### config.mk
export PLATFORM = sky130hd
export DESIGN_NAME = flash_status_unit
export DESIGN_NICKNAME = d
export VERILOG_FILES = /design/src/rtl/fsr_pkg.sv /design/src/rtl/fsr_ctrl.sv /design/src/rtl/fsr_datapath.sv /design/src/rtl/flash_status_unit.sv
export SDC_FILE = /design/constraint.sdc
export NUM_CORES = 1
export LEC_CHECK = 0
export BUFFER_PORTS_ARGS = -buffer_cell sky130_fd_sc_hd__buf_4
export CAP_MARGIN = 20
export CORE_ASPECT_RATIO = 1.75
export CORE_UTILIZATION = 63
export CTS_BUF_LIST = sky130_fd_sc_hd__clkbuf_8
export DETAILED_ROUTE_END_ITERATION = 10
export GPL_TIMING_DRIVEN = 1
export HOLD_SLACK_MARGIN = 0.05
export PLACE_DENSITY = 0.82
export SETUP_SLACK_MARGIN = 0.02
export SYNTH_ARGS = -nofsm -noshare
export SYNTH_HDL_FRONTEND = slang
export SYNTH_SLANG_ARGS = --single-unit
### constraint.sdc
create_clock -name clk -period 3.05 [get_ports clk]
set_input_delay 0.61 -clock clk [delete_from_list [all_inputs] [get_ports clk]]
set_output_delay 0.61 -clock clk [all_outputs]
set_load 0.1 [all_outputs]
### src/rtl/fsr_pkg.sv
package fsr_pkg;
  typedef enum logic [1:0] {ST_READ, ST_BUSY, ST_STATUS} modeT;

  typedef struct packed {
    logic startOp;
    logic opErase;
    logic countPulse;
    logic commitOp;
    logic setPeFail;
    logic setVppFail;
    logic clearErr;
  } ctrlStrobeT;

  localparam int TOGGLE_BIT  = 6;
  localparam int PEFAIL_BIT  = 5;
  localparam int VPPFAIL_BIT = 3;
endpackage

### src/rtl/fsr_ctrl.sv
module fsr_ctrl
  import fsr_pkg::*;
(
  input  logic       clk,
  input  logic       rstN,
  input  logic       cmdProgram,
  input  logic       cmdErase,
  input  logic       cmdExit,
  input  logic       vppLow,
  input  logic       cellVerified,
  input  logic       badProgram,
  input  logic       badErase,
  input  logic       pulseAtLimit,
  output ctrlStrobeT strobe,
  output modeT       mode
);
  modeT modeNxt;

  always_comb begin
    modeNxt = mode;
    strobe  = '0;
    case (mode)
      ST_READ: begin
        if (cmdProgram) begin
          if (badProgram) begin
            strobe.setPeFail = 1'b1;
            modeNxt = ST_STATUS;
          end else begin
            strobe.startOp = 1'b1;
            modeNxt = ST_BUSY;
          end
        end else if (cmdErase) begin
          if (badErase) begin
            strobe.setPeFail = 1'b1;
            modeNxt = ST_STATUS;
          end else begin
            strobe.startOp = 1'b1;
            strobe.opErase = 1'b1;
            modeNxt = ST_BUSY;
          end
        end
      end
      ST_BUSY: begin
        if (vppLow) begin
          strobe.setVppFail = 1'b1;
          modeNxt = ST_STATUS;
        end else if (cellVerified) begin
          strobe.commitOp = 1'b1;
          modeNxt = ST_READ;
        end else if (pulseAtLimit) begin
          strobe.setPeFail = 1'b1;
          modeNxt = ST_STATUS;
        end else begin
          strobe.countPulse = 1'b1;
        end
      end
      ST_STATUS: begin
        if (cmdExit) begin
          strobe.clearErr = 1'b1;
          modeNxt = ST_READ;
        end
      end
      default: modeNxt = ST_READ;
    endcase
  end

  always_ff @(posedge clk) begin
    if (!rstN) mode <= ST_READ;
    else       mode <= modeNxt;
  end

  // exit from status-read mode always lands in read mode
  a_r10_exit_to_read: assert property (@(posedge clk) disable iff (!rstN)
    (mode == ST_STATUS && cmdExit) |=> (mode == ST_READ));

  // a busy cycle with no verify, fault or limit stays busy whatever the commands
  a_r11_busy_holds: assert property (@(posedge clk) disable iff (!rstN)
    (mode == ST_BUSY && !vppLow && !cellVerified && !pulseAtLimit) |=> (mode == ST_BUSY));
endmodule

### src/rtl/fsr_datapath.sv
module fsr_datapath
  import fsr_pkg::*;
#(
  parameter int DATA_W       = 8,
  parameter int NUM_SECTORS  = 4,
  parameter int SECTOR_WORDS = 4,
  parameter int PULSE_LIMIT  = 6,
  localparam int SECT_W    = $clog2(NUM_SECTORS),
  localparam int WORD_W    = $clog2(SECTOR_WORDS),
  localparam int ADDR_W    = SECT_W + WORD_W,
  localparam int NUM_WORDS = NUM_SECTORS * SECTOR_WORDS,
  localparam int CNT_W     = $clog2(PULSE_LIMIT + 1)
) (
  input  logic                   clk,
  input  logic                   rstN,
  input  ctrlStrobeT             strobe,
  input  logic                   busy,
  input  logic                   showStatus,
  input  logic                   rdStrobe,
  input  logic [ADDR_W-1:0]      addr,
  input  logic [DATA_W-1:0]      wrData,
  input  logic [NUM_SECTORS-1:0] protectMask,
  output logic                   badProgram,
  output logic                   badErase,
  output logic                   pulseAtLimit,
  output logic [DATA_W-1:0]      rdData
);
  logic [NUM_WORDS-1:0][DATA_W-1:0] memQ, memNxt;
  logic [ADDR_W-1:0] opAddr;
  logic [DATA_W-1:0] opData;
  logic              opErase;
  logic [CNT_W-1:0]  pulseCnt;
  logic              peFail, vppFail, toggleQ;
  logic [DATA_W-1:0] statusWord;

  for (genvar w = 0; w < NUM_WORDS; w++) begin : g_word
    localparam int SEC = w / SECTOR_WORDS;
    logic hitErase, hitProg;
    assign hitErase = opErase && (opAddr[ADDR_W-1:WORD_W] == SECT_W'(SEC));
    assign hitProg  = !opErase && (opAddr == ADDR_W'(w));
    assign memNxt[w] = !strobe.commitOp ? memQ[w] :
                       hitErase ? {DATA_W{1'b1}} :
                       hitProg  ? (memQ[w] & opData) : memQ[w];
  end

  always_ff @(posedge clk) begin
    if (!rstN) memQ <= '1;
    else       memQ <= memNxt;
  end

  always_ff @(posedge clk) begin
    if (!rstN) begin
      opAddr  <= '0;
      opData  <= '0;
      opErase <= 1'b0;
    end else if (strobe.startOp) begin
      opAddr  <= addr;
      opData  <= wrData;
      opErase <= strobe.opErase;
    end
  end

  always_ff @(posedge clk) begin
    if (!rstN)                                 pulseCnt <= '0;
    else if (strobe.startOp || strobe.clearErr) pulseCnt <= '0;
    else if (strobe.countPulse)                pulseCnt <= pulseCnt + 1'b1;
  end

  always_ff @(posedge clk) begin
    if (!rstN || strobe.clearErr) begin
      peFail  <= 1'b0;
      vppFail <= 1'b0;
    end else begin
      if (strobe.setPeFail)  peFail  <= 1'b1;
      if (strobe.setVppFail) vppFail <= 1'b1;
    end
  end

  always_ff @(posedge clk) begin
    if (!rstN)                toggleQ <= 1'b0;
    else if (busy && rdStrobe) toggleQ <= ~toggleQ;
  end

  assign pulseAtLimit = (pulseCnt == CNT_W'(PULSE_LIMIT - 1));
  assign badErase     = protectMask[addr[ADDR_W-1:WORD_W]];
  assign badProgram   = badErase || (|(wrData & ~memQ[addr]));

  always_comb begin
    statusWord = '0;
    statusWord[TOGGLE_BIT]  = toggleQ;
    statusWord[PEFAIL_BIT]  = peFail;
    statusWord[VPPFAIL_BIT] = vppFail;
  end

  assign rdData = showStatus ? statusWord : memQ[addr];

  // fault bits are clear for the whole of an operation
  a_r4_busy_no_fault: assert property (@(posedge clk) disable iff (!rstN)
    busy |-> (!peFail && !vppFail));

  // pulse counter never runs past the limit
  a_r6_cnt_bound: assert property (@(posedge clk) disable iff (!rstN)
    pulseCnt <= CNT_W'(PULSE_LIMIT - 1));

  // toggle bit frozen outside busy
  a_r5_toggle_idle: assert property (@(posedge clk) disable iff (!rstN)
    !busy |=> $stable(toggleQ));

  // supply fault request is latched next cycle
  a_r9_vpp_latch: assert property (@(posedge clk) disable iff (!rstN)
    strobe.setVppFail |=> vppFail);

  // failure request is latched next cycle
  a_r6_pe_latch: assert property (@(posedge clk) disable iff (!rstN)
    strobe.setPeFail |=> peFail);
endmodule

### src/rtl/flash_status_unit.sv
module flash_status_unit
  import fsr_pkg::*;
#(
  parameter int DATA_W       = 8,
  parameter int NUM_SECTORS  = 4,
  parameter int SECTOR_WORDS = 4,
  parameter int PULSE_LIMIT  = 6,
  localparam int ADDR_W = $clog2(NUM_SECTORS) + $clog2(SECTOR_WORDS)
) (
  input  logic                   clk,
  input  logic                   rstN,
  input  logic                   cmdProgram,
  input  logic                   cmdErase,
  input  logic                   cmdExit,
  input  logic                   rdStrobe,
  input  logic [ADDR_W-1:0]      addr,
  input  logic [DATA_W-1:0]      wrData,
  input  logic [NUM_SECTORS-1:0] protectMask,
  input  logic                   vppLow,
  input  logic                   cellVerified,
  output logic [DATA_W-1:0]      rdData,
  output logic                   busy
);
  ctrlStrobeT strobe;
  modeT       mode;
  logic       badProgram, badErase, pulseAtLimit;

  fsr_ctrl u_ctrl (
    .clk(clk), .rstN(rstN), .cmdProgram(cmdProgram), .cmdErase(cmdErase),
    .cmdExit(cmdExit), .vppLow(vppLow), .cellVerified(cellVerified),
    .badProgram(badProgram), .badErase(badErase), .pulseAtLimit(pulseAtLimit),
    .strobe(strobe), .mode(mode)
  );

  fsr_datapath #(
    .DATA_W(DATA_W), .NUM_SECTORS(NUM_SECTORS),
    .SECTOR_WORDS(SECTOR_WORDS), .PULSE_LIMIT(PULSE_LIMIT)
  ) u_dp (
    .clk(clk), .rstN(rstN), .strobe(strobe), .busy(busy),
    .showStatus(mode != ST_READ), .rdStrobe(rdStrobe), .addr(addr),
    .wrData(wrData), .protectMask(protectMask), .badProgram(badProgram),
    .badErase(badErase), .pulseAtLimit(pulseAtLimit), .rdData(rdData)
  );

  assign busy = (mode == ST_BUSY);
endmodule

# Word level (Yosys, flattened, before mapping)
# Cells that the tools add are included.
[classes]
mux = 68
n_bitwise = 20
n_addsub = 1
n_reduce_logical = 65
n_eq_ne = 24
magnitude_cmp = 2
[ops]
columns = ["operator", "count"]
rows = [
  ["8-bit 2-to-1 mux", 34],
  ["8-bit AND", 17],
  ["2-bit nonzero test", 17],
  ["8-bit binary-select mux with 4-bit select", 1],
  ["4-bit == test, second input constant", 8],
  ["2-bit AND reduction", 16],
  ["2-bit 2-to-1 mux", 12],
  ["1-bit logical AND", 21],
  ["1-bit 2-to-1 mux", 17],
  ["4-bit by 3-bit == test with 1-bit output, second input constant", 4],
  ["4-bit by 2-bit == test with 1-bit output, second input constant", 2],
  ["8-bit NOT", 1],
  ["8-bit OR reduction", 1],
  ["2-bit == test, second input constant", 3],
  ["2-bit one-hot mux with 3 select lines", 1],
  ["4-bit by 5-bit less-than comparator with 1-bit output, second input constant", 1],
  ["2-bit by 1-bit == test with 1-bit output, second input constant", 2],
  ["4-bit by 1-bit == test with 1-bit output, second input constant", 1],
  ["2-bit logical NOT", 2],
  ["4-bit logical NOT", 1],
  ["4-bit != test, second input constant", 1],
  ["3-bit by 1-bit adder with 3-bit output, second input constant", 1],
  ["3-bit == test, second input constant", 1],
  ["1-bit logical OR", 3],
  ["other kinds (10)", 12],
]
[word_totals]
input_bits = 24
ff_bits = 149
out_inout_bits = 9
elab_cells = 204

# Logic depth before layout (Yosys ltp)
# Gate-level depths: netlist (run 1).
[depth]
ltp_word = 11
ltp_mapped = 11
ltp_nobuf = 8

# Hierarchy
# Synthesis (run 1) repeated with hierarchy kept, for this count alone.
[hier_totals]
hier_cells = 647
hier_area_um2 = 6190.9
[by_module_without_submodules]
columns = ["module", "area_per_inst_um2", "instances", "cells_each", "seq_area_each_um2"]
rows = [
  ["fsr_datapath", 5970.7, 1, 618, 2942.8],
  ["fsr_ctrl", 205.2, 1, 27, 40.0],
  ["flash_status_unit", 15.0, 1, 2, 0.0],
]

# Worst setup path before layout (run 1)
# Ideal clock, no wire load.
[synth_path]
path_kind = "input to output"
from = "input addr[1]"
to = "output rdData[1]"
required_ps = 2440
path_buffers = 3
slack_ps = -1486
stages = 5
t_arrival_ps = 3926
cell_sequence = "buf_6 > clkbuf_1 > clkbuf_1 > mux4_2 > a211oi_1"
[synth_via]
elab_chain_len = 3
[synth_rtl]
columns = ["element", "line_no", "rtl"]
rows = [
  ["start: declaration", "flash_status_unit.sv:16", "input logic [ADDR_W-1:0] addr,"],
  ["8-bit binary-select mux with 4-bit select", "fsr_datapath.sv:95", "assign rdData = showStatus ? statusWord : memQ[addr];"],
  ["8-bit 2-to-1 mux (implied by the code)", "fsr_datapath.sv:95", ""],
  ["8-bit 2-to-1 mux", "fsr_datapath.sv:95", ""],
  ["end: declaration", "flash_status_unit.sv:21", "output logic [DATA_W-1:0] rdData,"],
]
# No other way between the ends. The select of a mux whose other input is x is not followed.

# Final worst setup path (run 1)
[layout_path]
from = "input addr[2]"
to = "output rdData[3]"
# The elaborated chain is that of the path after synthesis.

==> impl_metrics.env, run 1 <==
export IMPL_status="completed"
export IMPL_grt_max_degree=36
export IMPL_startpoint_type="primary input"
export IMPL_fin_util_pct=73.2
export IMPL_hold_viol=0
export IMPL_dp_hpwl_um=12700
export IMPL_grt_ovfl_total=0
export IMPL_multiInputGateArea_mm2=0.00322
export IMPL_drc=0
export IMPL_synthDistinctLibCells=62
export IMPL_async_flop_share_pct=0
export IMPL_place_congestion=0.984
export IMPL_p_leak_nw=2.78
export IMPL_path_cells="buf_4 > buf_12 > mux2_2 > nand2_1 > o21ai_0 > mux2_2 > a21oi_1 > o21ai_2 > buf_4"
export IMPL_cp_data_arrival_time_ns=2.34
export IMPL_drive_gt1_share_pct=15.8
export IMPL_grt_pass1_vias=5690
export IMPL_synthCells=725
export IMPL_drv_cap=0
export IMPL_cts_root_buf="clkbuf_8"
export IMPL_htree_levels=4
export IMPL_syn_area_mm2=0.00639
export IMPL_total_power_mw=4.21
export IMPL_fin_setup_tns_ns=0
export IMPL_dieArea_mm2=0.0106
export IMPL_synthToLayoutAreaGrowth_pct=12.7
export IMPL_max_freq_ghz=0.339
export IMPL_clock_latency_ns=0.45
export IMPL_ys_warn_count=0
export IMPL_rsz0062_at_grt="true"
export IMPL_diodes=0
export IMPL_synth_most_common_cell="nand2_1"
export IMPL_grt_util_all_layers_pct=36.1
export IMPL_crit_slowest_cell="mux2_2"
export IMPL_antenna_found_initial=0
export IMPL_grt_pass1_wl_um=28500
export IMPL_synth_top_cells_by_area="dfxtp_1 (47%), nand2_1 (12%), o21ai_0 (11%)"
export IMPL_fin_worst_skew_ns=0.00936
export IMPL_worst_ep_required_time_ns=2.44
export IMPL_criticalPathCategory="in -> out"
export IMPL_fin_nets=772
export IMPL_hold_slack_ns=0.412
export IMPL_io_pins=33
export IMPL_port_buffers=32
export IMPL_power_density_mw_per_mm2=585
export IMPL_first_pass_iters=5
export IMPL_slowest_delay_ns=0.40
export IMPL_cts_buffer_depth=2
export IMPL_path_clk_slew_ns=0.08
export IMPL_cp_end_kind="primary output"
export IMPL_cts_tree="done"
export IMPL_synth_edf_count=0
export IMPL_cp_top_family="multiplexers"
export IMPL_avgSynthCellArea_um2=8.82
export IMPL_crit_fanout=24
export IMPL_synth_top_area_share_pct=46.7
export IMPL_core_area_mm2=0.00985
export IMPL_drt_iter0_drc=617
export IMPL_die_w_um=78.1
export IMPL_setup_violations_final=0
export IMPL_clock_sinks=149
export IMPL_routed_via_count=5741
export IMPL_seq_area_mm2=0.00298
export IMPL_yosys_register_bits=149
export IMPL_min_period_ns=2.95
export IMPL_hold_class="in -> reg"
export IMPL_cts_hold_fix_buffers=0
export IMPL_path_buf_inv=3
export IMPL_numCtsBuffers=17
export IMPL_ant_nets=0
export IMPL_initial_core_util_pct=64.9
export IMPL_die_h_um=135
export IMPL_yosys_area_top_type="dfxtp_1"
export IMPL_rows=48
export IMPL_synth_main_ff_cell="dfxtp_1"
export IMPL_yosys_top_cells_count="nand2_1 (204), dfxtp_1 (149), o21ai_0 (137)"
export IMPL_routedWlPerCell_um=20.6
export IMPL_synth_fp_nets=751
export IMPL_tightestPinTransition_ns=0.742
export IMPL_slew_headroom_pct=50.5
export IMPL_ir_drop_uv=403
export IMPL_vias_per_cell=6.49
export IMPL_fillers=729
export IMPL_synth_seq_area_share_pct=46.7
export IMPL_wirelength_um=18200
export IMPL_drv_slew=0
export IMPL_fin_crit_sh_pct=96.8
[report_power, final]
| part | internal, mW | switching [mW] |
|---|---|---|
| Sequential | 1.97 | 0.0594 |
| Clock | 0.863 | 0.772 |
| Combinational | 0.163 | 0.386 |
[registers in the layout, indices dropped and copies added (netlist names)]
signal / count
u_dp.opErase: 1
u_dp.toggleQ: 1
u_ctrl.mode: 2
u_dp.vppFail: 1
u_dp.opAddr: 4
u_dp.peFail: 1
u_dp.memQ: 128
u_dp.pulseCnt: 3
u_dp.opData: 8
[path summary, 6_finish.rpt]
kind	from	end	slack [ns]	cells past startpoint
hold / removal	vppLow	u_dp.vppFail$_SDFFE_PP0P_	0.41	3
setup reg to reg	u_dp.memQ[82]$_SDFFE_PN1P_	u_dp.pulseCnt[1]$_SDFFE_PP0P_	0.64	8
setup / recovery	addr[2]	rdData[3]	0.1	9
hold reg to reg	u_dp.memQ[54]$_SDFFE_PN1P_	u_dp.memQ[54]$_SDFFE_PN1P_	0.46	2
[repair_timing]
item,CTS,global route
gates resized for setup,0,4
buffers inserted,0,0
endpoints found under the setup margin,0,6
[per-layer routing]
| metal | track usage (%) | part of all wire [%] | vias up |
|---|---|---|---|
| li1 | - | - | 2571 |
| met1 | 38.4 | 35 | 2720 |
| met2 | 59.7 | 49 | 341 |
| met3 | 8.69 | 8.1 | 109 |
| met4 | 29.8 | 7.7 | 0 |
| met5 | 0 | 0 | - |
[cells in the final DEF, fill, tap and decap left out, types with 2 or more instances in the layout]
cell type,n
buf_12,3
nor2_1,9
nand2b_1,3
nor3b_1,3
clkbuf_8,19
a21oi_1,9
o21ai_0,134
a22oi_1,12
ha_1,2
nor2_2,2
a221oi_1,2
and2_1,2
mux4_2,12
nand2_1,204
xnor2_1,2
mux2i_1,54
nor2b_2,2
inv_1,6
and3_1,2
nor3_1,3
a211oi_2,2
o21bai_1,2
a211oi_4,3
a31oi_1,2
clkinv_2,2
a21boi_2,4
dfxtp_1,149
o21ai_2,3
o311a_1,2
clkinv_4,5
nand3_1,11
mux2_2,3
a22o_1,2
buf_4,44
bufinv_16,3
a21o_1,2
nor2b_1,4
inv_6,3
[cell families after synthesis]
group	synth area share, %
fa+ha+maj	0.391
xor+xnor	0.411
simple gates	16.4
buf+inv	4.21
mux	13.8
flops	46.7
compound gates	18.2
[metrics by stage]
stage | instance area (um^2) | cells | setup slack, ns
floorplan | 6440 | 725 | -0.324
global placement | 6760 | 852 | 0.124
detailed placement | 6760 | 852 | 0.0190
CTS | 7190 | 884 | 0.0729
global route | 7210 | 884 | 0.00479
finish | 7210 | 884 | 0.0965
[final cells by class]
class                           count  share of cell area [%]
Timing Repair Buffer               47                    5.42
Tap cell                          125                    2.17
Clock inverter                     13                    2.36
Inverter                            7                   0.365
Sequential cell                   149                    41.4
Multi-Input combinational cell    524                    44.7
Clock buffer                       19                    3.63
[worst register-to-register path, cell delays in order (launching register included)]
cell	delay [ns]
dfxtp_1	0.31
mux4_1	0.49
mux2i_1	0.30
a221oi_1	0.15
a22o_1	0.26
o2111ai_2	0.12
a211oi_4	0.11
buf_12	0.19
a2111oi_0	0.36
(Power assumes the default switching activity.)
==> run 2, diff against run 1 <==
--- a/config.mk
+++ b/config.mk
@@ -17,4 +17,5 @@
 export SETUP_SLACK_MARGIN = 0.02
 export SYNTH_ARGS = -nofsm -noshare
 export SYNTH_HDL_FRONTEND = slang
+export SYNTH_HIERARCHICAL = 1
 export SYNTH_SLANG_ARGS = --single-unit
==> run 2 against run 1 <==
Compared with the run above:
- wire length down 11%
- fmax up 0.12%
- first-iteration DRC count down 11%
- synthesized cell count down 11%
- critical endpoint is now rdData[6]
- highest routed layer unchanged
==> impl_metrics.env, run 2 <==
export IMPL_synth_seq_area_share_pct=48.2
export IMPL_tightestPinTransition_ns=0.738
export IMPL_synth_top_area_share_pct=48.2
export IMPL_grt_util_all_layers_pct=33.0
export IMPL_power_density_mw_per_mm2=573
export IMPL_worst_path_most_repeated_cell="buf_4"
export IMPL_core_area_mm2=0.00953
export IMPL_yosys_register_bits=149
export IMPL_rsz0062_at_grt="false"
export IMPL_largest_reg_flops=128
export IMPL_min_to="u_dp/opData[2]$_SDFFE_PN0P_"
export IMPL_port_buffers=32
export IMPL_synthToLayoutAreaGrowth_pct=16.4
export IMPL_min_from="wrData[2]"
export IMPL_routedWlPerCell_um=19.4
export IMPL_drv_cap=0
export IMPL_synth_most_common_cell="nand2_1"
export IMPL_crit_slowest_cell="nor2b_1"
export IMPL_crit_fanout=10
export IMPL_avgSynthCellArea_um2=9.57
export IMPL_cp_top_family="buffers and inverters"
export IMPL_synth_main_ff_cell="dfxtp_1"
export IMPL_ant_nets=0
export IMPL_fin_worst_skew_ns=0.0106
export IMPL_final_cell_mix="nand2_1 (156), dfxtp_1 (149), o21ai_0 (128)"
export IMPL_min_path_cells=3
export IMPL_numCtsBuffers=17
export IMPL_slowest_delay_ns=0.34
export IMPL_rows=47
export IMPL_power_frac_clock_pct=33.3
export IMPL_fin_nets=724
export IMPL_hold_viol=0
export IMPL_grt_max_degree=33
export IMPL_dp_hpwl_um=11000
export IMPL_internal_power_mw=2.89
export IMPL_vias_per_cell=6.24
export IMPL_p_leak_nw=2.70
export IMPL_synthCells=647
export IMPL_max_freq_ghz=0.339
export IMPL_first_pass_iters=5
export IMPL_muxShareOfSynthArea_pct=17.4
export IMPL_r2r_cells=12
export IMPL_syn_area_mm2=0.00619
export IMPL_grt_pass1_vias=5432
export IMPL_sw_frac_of_total_pct=30.0
export IMPL_setup_violations_final=0
export IMPL_ff2ff_setup_slack_ns=0.15
export IMPL_drt_iter0_drc=552
export IMPL_startpoint_type="primary input"
export IMPL_path_cells="buf_4 > buf_4 > nor2b_1 > a2bb2oi_2 > o211ai_1 > buf_4 > a21oi_1 > mux2_4 > buf_12"
export IMPL_synth_top_family_by_area="multiplexers"
export IMPL_crit_start="addr[1]"
export IMPL_cts_tree="done"
export IMPL_drive_gt1_share_pct=22.3
export IMPL_cts_hold_fix_buffers=0
export IMPL_power_frac_seq_pct=49.7
export IMPL_cp_data_arrival_time_ns=2.34
export IMPL_synth_xor_area_share_pct=0.424
export IMPL_crit_reg2reg_launch="u_dp/memQ[10]$_SDFFE_PN1P_"
export IMPL_ir_drop_uv=406
export IMPL_yosys_area_top_type="dfxtp_1"
export IMPL_final_common_cell="nand2_1"
export IMPL_grt_ovfl_total=0
export IMPL_antenna_found_initial=0
export IMPL_clock_sinks=149
export IMPL_wirelength_um=16100
export IMPL_cts_buffer_depth=2
export IMPL_synthDistinctLibCells=60
export IMPL_path_clk_slew_ns=0.08
export IMPL_status="completed"
export IMPL_path_buf_inv=4
export IMPL_synth_compound_area_share_pct=14.7
export IMPL_async_flop_share_pct=0
export IMPL_die_h_um=133
export IMPL_cp_end_kind="primary output"
export IMPL_htree_levels=4
export IMPL_cts_root_buf="clkbuf_8"
export IMPL_top_register="u_dp/memQ"
export IMPL_io_pins=33
export IMPL_min_period_ns=2.95
export IMPL_largest_registers="u_dp/memQ (128), u_dp/opData (8), u_dp/opAddr (4)"
export IMPL_die_w_um=76.9
export IMPL_grt_pass1_wl_um=26000
export IMPL_fin_util_pct=75.7
export IMPL_routed_via_count=5187
export IMPL_fin_crit_sh_pct=96.7
export IMPL_clock_latency_ns=0.45
export IMPL_slew_headroom_pct=50.5
export IMPL_drc=0
export IMPL_hold_slack_ns=0.440
export IMPL_synth_fp_nets=673
export IMPL_hold_class="in -> reg"
export IMPL_diodes=0
export IMPL_p_sw_mw=1.24
export IMPL_worst_ep_required_time_ns=2.44
export IMPL_ys_warn_count=6
export IMPL_dieArea_mm2=0.0102
export IMPL_synth_top_cells_by_area="dfxtp_1 (48%), o21ai_0 (10%), nand2_1 (9.5%)"
export IMPL_fin_setup_tns_ns=0
export IMPL_synth_fa_ha_area_share_pct=0.404
export IMPL_yosys_area_share_simple_pct=15.2
export IMPL_yosys_top_cells_count="nand2_1 (156), dfxtp_1 (149), o21ai_0 (128)"
export IMPL_place_congestion=0.885
export IMPL_combPwrFrac_pct=17.0
export IMPL_initial_core_util_pct=65.0
export IMPL_synth_edf_count=0
export IMPL_drv_slew=0
export IMPL_criticalPathCategory="in -> out"
export IMPL_timing_rr_end="u_dp/pulseCnt[1]$_SDFFE_PP0P_"
==> run 2: changes by cell type in the layout (fill, tap and decap cells not counted), moves of 7 or more <==
cell,previous run,this run
mux2_2,3,10
a22oi_1,12,2
mux2i_1,54,27
nand2_1,204,156
buf_4,44,60
mux4_2,12,24
nand3_1,11,1
nor2b_1,4,16
nor2_1,9,16
==> run 2: worst register-to-register path: stages (launching register included) <==
cell and delay [ns]:
dfxtp_1 0.33, mux4_1 0.51, mux4_2 0.48, clkinv_1 0.09, a222oi_1 0.11, buf_4 0.16
nand3b_1 0.10, mux2_4 0.18, nor3_4 0.04, o21a_1 0.16, buf_12 0.16, or2_2 0.33
a211oi_2 0.19
==> run 2: worst max-delay path by stage <==
stage / endpoint / slack [ns] / cells after the start
CTS: rdData[6] / 0.04 / 10
global route: rdData[6] / 0.04 / 9
detailed placement: u_dp/opData[7]$_SDFFE_PN0P_ / -0.40 / 13
floorplan: u_dp/opAddr[1]$_SDFFE_PN0P_ / 0.005 / 13
finish: rdData[6] / 0.1 / 9
global placement: u_dp/pulseCnt[1]$_SDFFE_PP0P_ / -0.29 / 14
==> run 2: area by class of cell <==
class | count | area (um^2)
Multi-Input combinational cell | 453 | 3080
Clock buffer | 19 | 262
Tap cell | 122 | 153
Sequential cell | 149 | 2980
Fill cell | 639 | 2320
Clock inverter | 11 | 88.8
Inverter | 7 | 26.3
Timing Repair Buffer | 70 | 619
==> run 2: timing repair <==
item,CTS,global route
setup endpoints to repair,3,15
pin swaps,1,2
buffers inserted,3,0
gates resized for setup,5,14
==> run 2: routing by layer <==
| layer | global-route usage, % | up-vias | share of wire (%) |
|---|---|---|---|
| met2 | 55.4 | 270 | 50 |
| met1 | 35.6 | 2471 | 37 |
| li1 | - | 2362 | - |
| met4 | 24.1 | 0 | 5.9 |
| met3 | 8.42 | 84 | 7.2 |
| met5 | 0 | - | 0 |
==> run 2: cell families (layout without fill, tap and decap cells) <==
logic type / count (synthesis) / count (layout)
simple gates: 217 / 217
xor+xnor: 3 / 3
buf+inv: 45 / 107
fa+ha+maj: 2 / 2
compound gates: 162 / 162
flops: 149 / 149
mux: 69 / 69
==> run 2: power groups by stage <==
stage	Combinational (mW)	Clock, mW	Sequential, mW
2_1_floorplan	0.531	0	2.05
3_3_place_gp	0.655	0	2.09
3_5_place_dp	0.670	0	2.09
4_1_cts	0.679	1.39	2.05
5_1_grt	0.732	1.48	2.06
6_report	0.702	1.38	2.05
==> run 2: through the flow <==
stage | instance area (um^2) | worst slack [ns] | std cells | power [mW]
CTS | 7160 | 0.0406 | 831 | 4.12
global route | 7210 | 0.0428 | 831 | 4.27
finish | 7210 | 0.100 | 831 | 4.13
detailed placement | 6770 | -0.397 | 798 | 2.76
global placement | 6770 | -0.287 | 798 | 2.74
floorplan | 6280 | 0.00525 | 647 | 2.58
